===== src/rtl/pipe_sram_pkg.sv =====
package pipe_sram_pkg;

    typedef enum logic [1:0] {
        OP_IDLE  = 2'd0,
        OP_READ  = 2'd1,
        OP_WRITE = 2'd2,
        OP_SLEEP = 2'd3
    } op_e;

    function automatic op_e classify(input logic cs_n, input logic we_n, input logic oe_n);
        if (cs_n)
            return OP_SLEEP;
        else if (!we_n)
            return OP_WRITE;
        else if (!oe_n)
            return OP_READ;
        else
            return OP_IDLE;
    endfunction

endpackage


===== src/rtl/pipe_sram_capture.sv =====
module pipe_sram_capture
    import pipe_sram_pkg::*;
#(
    parameter int ADDR_W = 18,
    parameter int DATA_W = 9
) (
    input  logic              clk,
    input  logic              rst,
    input  logic [ADDR_W-1:0] addr,
    input  logic              cs_n,
    input  logic              we_n,
    input  logic              oe_n,
    input  logic [DATA_W-1:0] wr_data,
    output op_e               op_q,
    output logic [ADDR_W-1:0] addr_q,
    output logic [DATA_W-1:0] data_q
);

    always_ff @(posedge clk) begin
        if (rst) begin
            op_q   <= OP_IDLE;
            addr_q <= '0;
            data_q <= '0;
        end else begin
            op_q   <= classify(cs_n, we_n, oe_n);
            addr_q <= addr;
            data_q <= wr_data;
        end
    end

endmodule


===== src/rtl/pipe_sram_array.sv =====
module pipe_sram_array #(
    parameter int ADDR_W = 18,
    parameter int DATA_W = 9,
    parameter int DEPTH  = 256
) (
    input  logic              clk,
    input  logic              wr_en,
    input  logic [ADDR_W-1:0] addr,
    input  logic [DATA_W-1:0] wdata,
    output logic [DATA_W-1:0] rdata
);

    localparam int IDX_W = (DEPTH > 1) ? $clog2(DEPTH) : 1;
    localparam logic [ADDR_W-1:0] DEPTH_A = ADDR_W'(DEPTH);

    logic [DATA_W-1:0] cells [DEPTH];
    logic [IDX_W-1:0]  idx;

    assign idx   = IDX_W'(addr % DEPTH_A);
    assign rdata = cells[idx];

    always_ff @(posedge clk) begin
        if (wr_en)
            cells[idx] <= wdata;
    end

endmodule


===== src/rtl/pipe_sram_drive.sv =====
module pipe_sram_drive
    import pipe_sram_pkg::*;
#(
    parameter int DATA_W = 9
) (
    input  logic              clk,
    input  logic              rst,
    input  op_e               op_q,
    input  logic [DATA_W-1:0] array_word,
    output logic [DATA_W-1:0] rd_data,
    output logic              rd_drive
);

    always_ff @(posedge clk) begin
        if (rst) begin
            rd_data  <= '0;
            rd_drive <= 1'b0;
        end else begin
            rd_drive <= (op_q == OP_READ);
            if (op_q == OP_READ)
                rd_data <= array_word;
        end
    end

endmodule


===== src/rtl/pipe_sram.sv =====
module pipe_sram
    import pipe_sram_pkg::*;
#(
    parameter int ADDR_W = 18,
    parameter int DATA_W = 9,
    parameter int DEPTH  = 256
) (
    input  logic              clk,
    input  logic              rst,
    input  logic [ADDR_W-1:0] addr,
    input  logic              cs_n,
    input  logic              we_n,
    input  logic              oe_n,
    input  logic [DATA_W-1:0] wr_data,
    output logic [DATA_W-1:0] rd_data,
    output logic              rd_drive,
    output logic              sleeping
);

    op_e               op_q;
    logic [ADDR_W-1:0] addr_q;
    logic [DATA_W-1:0] data_q;
    logic [DATA_W-1:0] array_word;

    pipe_sram_capture #(.ADDR_W(ADDR_W), .DATA_W(DATA_W)) u_capture (
        .clk     (clk),
        .rst     (rst),
        .addr    (addr),
        .cs_n    (cs_n),
        .we_n    (we_n),
        .oe_n    (oe_n),
        .wr_data (wr_data),
        .op_q    (op_q),
        .addr_q  (addr_q),
        .data_q  (data_q)
    );

    pipe_sram_array #(.ADDR_W(ADDR_W), .DATA_W(DATA_W), .DEPTH(DEPTH)) u_array (
        .clk   (clk),
        .wr_en (op_q == OP_WRITE),
        .addr  (addr_q),
        .wdata (data_q),
        .rdata (array_word)
    );

    pipe_sram_drive #(.DATA_W(DATA_W)) u_drive (
        .clk        (clk),
        .rst        (rst),
        .op_q       (op_q),
        .array_word (array_word),
        .rd_data    (rd_data),
        .rd_drive   (rd_drive)
    );

    assign sleeping = (op_q == OP_SLEEP);

endmodule


===== config.mk =====
export PLATFORM = sky130hd
export DESIGN_NAME = pipe_sram
export DESIGN_NICKNAME = d
export VERILOG_FILES = /design/src/rtl/pipe_sram_pkg.sv /design/src/rtl/pipe_sram_capture.sv /design/src/rtl/pipe_sram_array.sv /design/src/rtl/pipe_sram_drive.sv /design/src/rtl/pipe_sram.sv
export SDC_FILE = /design/constraint.sdc
export NUM_CORES = 2
export LEC_CHECK = 0
export ABC_AREA = 1
export BUFFER_PORTS_ARGS = -buffer_cell sky130_fd_sc_hd__clkbuf_2
export CORE_MARGIN = 3
export CORE_UTILIZATION = 45
export DETAILED_ROUTE_END_ITERATION = 10
export PLACE_DENSITY = 0.69
export SLEW_MARGIN = 20
export SYNTH_ARGS = -nofsm -noshare
export SYNTH_HDL_FRONTEND = slang
export SYNTH_SLANG_ARGS = --single-unit

===== constraint.sdc =====
create_clock -name clk -period 7.2 [get_ports clk]
set_input_delay 0.72 -clock clk [delete_from_list [all_inputs] [get_ports clk]]
set_output_delay 0.72 -clock clk [all_outputs]
set_load 0.05 [all_outputs]

; Word level (Yosys, flattened, before mapping)
; Memories as Yosys holds them, arrays and structs flattened. A register that Yosys moved wholly into a read port is not among the register bits.
; Index checks and enable logic that the tools add are counted.
; Widths: inputs -> output; s select.
[word_totals]
in_bits = 32
mem_bits_rw = 2304
word_cells = 13
output_inout_bits = 11
ff_bits = 20
n_memories = 1
[memory_table]
columns = memory, depth, width, read_ports, rd_ports_with_merged_regs, write_ports, line
row1 = u_array.cells, 256, 9, 1, 1, 1, pipe_sram_array.sv:16  ; logic [DATA_W-1:0] cells [DEPTH];
[op_classes]
n_eq_ne = 3
muxes = 5
[ops]
columns = cell, count
row1 = $eq 2x2->1 const B, 2
row2 = $mux 2, 2
row3 = $mux 1, 3
row4 = $eq 2x1->1 const B, 1

; Longest topological paths before layout
[logic_depth]
word_depth = 3
mapped_depth = 18
depth_no_buf = 15

; Cells and area by module
; From an unflattened synthesis, not the netlist that was laid out.
[unflattened]
hier_cells = 9123
area_unflattened_um2 = 96791.6
[by_module_without_submodules]
columns = module, seq_area_each_um2, cells_each, area_each_um2, instances
row1 = pipe_sram_array, 69186.4, 8967, 95522.9, 1
row2 = pipe_sram_capture, 580.6, 91, 832.0, 1
row3 = pipe_sram_drive, 200.2, 61, 419.2, 1
row4 = pipe_sram, 0.0, 4, 17.5, 1

; Worst setup path after synthesis
; Ideal clock, no wire load.
[synth_timing]
path_kind = register to register
from = register u_capture.data_q[0]
to = memory u_array.cells[0][0] (data pin)
n_path_buf = 0
t_required_ps = 6348
slack_ps = 2966
arrival_time_ps = 3382
path_stages_with_launch = 1
synth_period_minus_slack_ps = 4234
setup_ps = 852
path_cell_list = dfxtp_1
[synth_lines]
columns = element, line
row1 = start: declaration, pipe_sram_capture.sv:16  ; output logic [DATA_W-1:0] data_q
row2 = start signal: assignment, pipe_sram_capture.sv:27  ; data_q <= wr_data;
row3 = end: declaration, pipe_sram_array.sv:16
; Straight into the memory's write port.

; Final worst setup path
[layout_timing]
from = register u_capture.addr_q[1]
to = memory u_array.cells[234][6], enable pin
[layout_lines]
columns = element, line
row1 = start: declaration, pipe_sram_capture.sv:15  ; output logic [ADDR_W-1:0] addr_q,
row2 = start signal: assignment, pipe_sram_capture.sv:26  ; addr_q <= addr;
; Straight into the memory's write port.

==> summary.md <==
| Metric | Value |
|---|---|
| Fill cells | 17,918 |
| Final hold vios | 0 |
| Peak supply drop | 200.3 uV |
| Inserted Clock Buffers | ~220 |
| Vias per std cell | roughly 5.4 |
| Worst-path fanout max | between 70 and 80 |
| Starting Density | 0.4535 |
| Slew @ Worst Pin | around 1.1 ns |
| Most Frequent Cell on Critical Path | nor2_1 |
| Fin. max-slew vios | 0 |
| Setup repair bufs after CTS | 0 |
| Max cap viols | 0 |
| Die H | 466.0 um |
| Total track usage | 0.2268 |
| Final ANT Viol Nets | 0 |
| Slowest cell on the critical path | nor2_4 |
| Routed vias | 62,754 |
| CP delay by family, top | simple AND/OR/NAND/NOR gates |
| Buffers and inverters on the worst path | 3 |
| RSZ-0062 raised after global routing | no |
| Synth area leader | edfxtp_1 |
| First-pass GRT wire length | 373.1 mm |
| Syn nets | around 8,700 |
| Vias in the first global route | 60,176 |
| CTS max path bufs | 3 |
| Cell Rows | around 170 |
| Async SR Flop Fraction | 0 |
| CTS Hold Bufs | 11 |
| Syn avg cell area | between 10 and 15 um^2 |
| Fin crit period | approximately 4.6 ns |
| Post-synthesis sequential area ratio | 0.7327 |
| Top area cells in the synthesized netlist | edfxtp_1 (73%), nand2_1 (18%), nor2_1 (2.6%), nand3_1 (2.0%), buf_2 (1.5%) |
| Initial antenna violation count | 6 |
| Hold WC Path Type | input port to register |
| Design area | 104,700 um^2 |
| WS Path Type | register to register |
| Ys Warns | 0 |
| Worst Clk Skew | 0.04960 ns |
| I/O Pins | 43 |
| Die ar. | between 200,000 and 250,000 um^2 |
| Worst setup margin | approximately 2.6 ns |
| Grt ovf | 0 |
| Post-DP HPWL | around 130 mm |
| Synth cell types | 22 |
| Worst hold margin | around 0.054 ns |
| Number of flops mapped to enable cells by yosys | 2,304 |
| Syn-to-layout area delta | 9.914% |
| Run status | completed |
| CTS tree | built |
| Syn Std Cell Area | ~95,000 um^2 |
| Storage element area | 69,810 um^2 |
| DRC viols | 0 |
| Clock Root Buffer | clkbuf_16 |
| Flops & latches, synth | 2,333 |
| Tcrit/Tclk final | 0.6414 |
| Final setup fails | 0 |
| GP Congestion | a little under 0.9 |
| Largest net degree at the start of global routing | 183 |
| Slew Limit Headroom | 0.2383 |
| Multi-input logic area | 23,010 um^2 |
| Setup TNS | 0 ns |
| Crit path DAT | ~5.1 ns |
| DP Area | between 90,000 and 100,000 um^2 |
| Share of cells above drive strength 1 | 0.05073 |
| Leakage | 0.03753 uW |
| PwrDens | 267.1 nW/um^2 |
| CTS sink cnt | between 2,000 and 2,500 |
| Clk_lat worst skew | between 0.8 and 0.9 ns |
| Main synth FF type | edfxtp_1 |
| Post-synth top cells | nand2_1 (4,532), edfxtp_1 (2,304), nor2_1 (658), nand3_1 (374), buf_2 (289) |
| Crit-path cells | inv_8 > nor2_4 > inv_1 > nor2_1 > nand2_1 > buf_4 > nor2_1 |
| H-tree Lvls | 4 |
| Detailed Route Iter0 Violations | 7,640 |
| Gate Count Post-Synth | roughly 8,700 |
| PostCTS Resize Cnt | 0 |
| Post-synth top area share | 0.7266 |
| Fmax | approximately 220 MHz |
| WP data required | 7.70 ns |
| Core Area | 210,000 um^2 |
| Count leader, synth | nand2_1 |
| Critical Path End Type | register |
| PortBufs | 32 |
| Routed length per instance | ~22 um |
| DP Worst Slack | ~2.7 ns |
| Chip width | around 470 um |
| 1st-pass router iterations | 6 |
| Setup crit start kind | register |
| Final WL | around 250 mm |
| CTS clock-pin slew for the worst setup and hold paths | ~0.06 ns |
| Max stage delay on crit path | between 0.8 and 0.9 ns |
| Final #Nets | roughly 8,600 |
-- registers in the layout, indices dropped and copies added, names as in the netlist --
register	cells
u_drive.rd_drive	1
u_capture.addr_q	8
u_capture.data_q	9
u_capture.op_q	2
u_drive.rd_data	9
u_array.cells	2304
-- cell families (layout without fill, tap and decap cells) --
| group | Yosys count | in the layout | synth area share |
|---|---|---|---|
| AOI/OAI and AO/OA | 137 | 137 | 0.007201 |
| and+or+nand+nor | 5712 | 5712 | 0.2341 |
| DFF | 2333 | 2333 | 0.7327 |
| buffers and inverters | 529 | 609 | 0.02598 |
| other | 0 | 8 | 0 |
-- stage by stage --
stage | std cells | util | total power, uW
after global placement | 11175 | 0.4648 | 17000
after floorplan | 8711 | - | 16410
after global routing | 11597 | 0.4983 | 28760
after detailed placement | 11175 | 0.4648 | 17030
after CTS | 11595 | 0.4982 | 28020
final | 11604 | 0.4984 | 27950
-- layout by cell type, fill, tap and decap left out, types with 18 or more instances in the layout --
cell and n:
a21oi_1 62, buf_4 81, clkbuf_1 61, clkbuf_16 226, clkbuf_2 32, clkinv_1 57
clkinv_2 34, dfxtp_1 18, edfxtp_1 2304, inv_1 54, nand2_1 4532, nand3_1 374
nand4_1 140, nor2_1 655, o21ai_0 71
-- final cells by class --
cell class                      instances  area share
Antenna cell                            8   0.0001913
Clock buffer                          297     0.05754
Clock inverter                        112    0.008368
Inverter                               62    0.002475
Multi-Input combinational cell       5849      0.2198
Sequential cell                      2333      0.6670
Tap cell                             2805     0.03353
Timing Repair Buffer                  138     0.01107
-- power by group --
part | leakage [uW] | switching, uW | internal (uW)
Clock | 0.00337 | 4970 | 6200
Sequential | 0.0183 | 85.7 | 14900
Combinational | 0.0158 | 1340 | 409
Total | 0.0375 | 6400 | 21600
-- layer usage --
layer | share of wire | global-route usage | vias up | wire length [um]
li1 | - | - | 28835 | -
met1 | 0.39 | 0.3027 | 30377 | 98190
met2 | 0.47 | 0.3584 | 3024 | 116800
met3 | 0.098 | 0.05019 | 510 | 24400
met4 | 0.042 | 0.09884 | 8 | 10530
met5 | 0.00037 | 0 | - | 92
-- tightest hold or removal path, delay by kind of cell --
kind,cells,cell delay [ns]
buffers and inverters,2,0.14
AND/OR/NAND/NOR,1,0.03
-- worst paths after layout --
kind / start / endpoint / slack [ns] / cells past startpoint
worst max register to register: u_capture.addr_q[1] / u_array.cells[234][6] / 2.58 / 7
worst max-delay path: u_capture.addr_q[1] / u_array.cells[234][6] / 2.58 / 7
worst min register to register: u_capture.op_q[0] / u_drive.rd_drive / 0.61 / 2
worst min-delay path: addr[0] / u_capture.addr_q[0] / 0.05 / 3
Power figures use the tool's default switching activity.
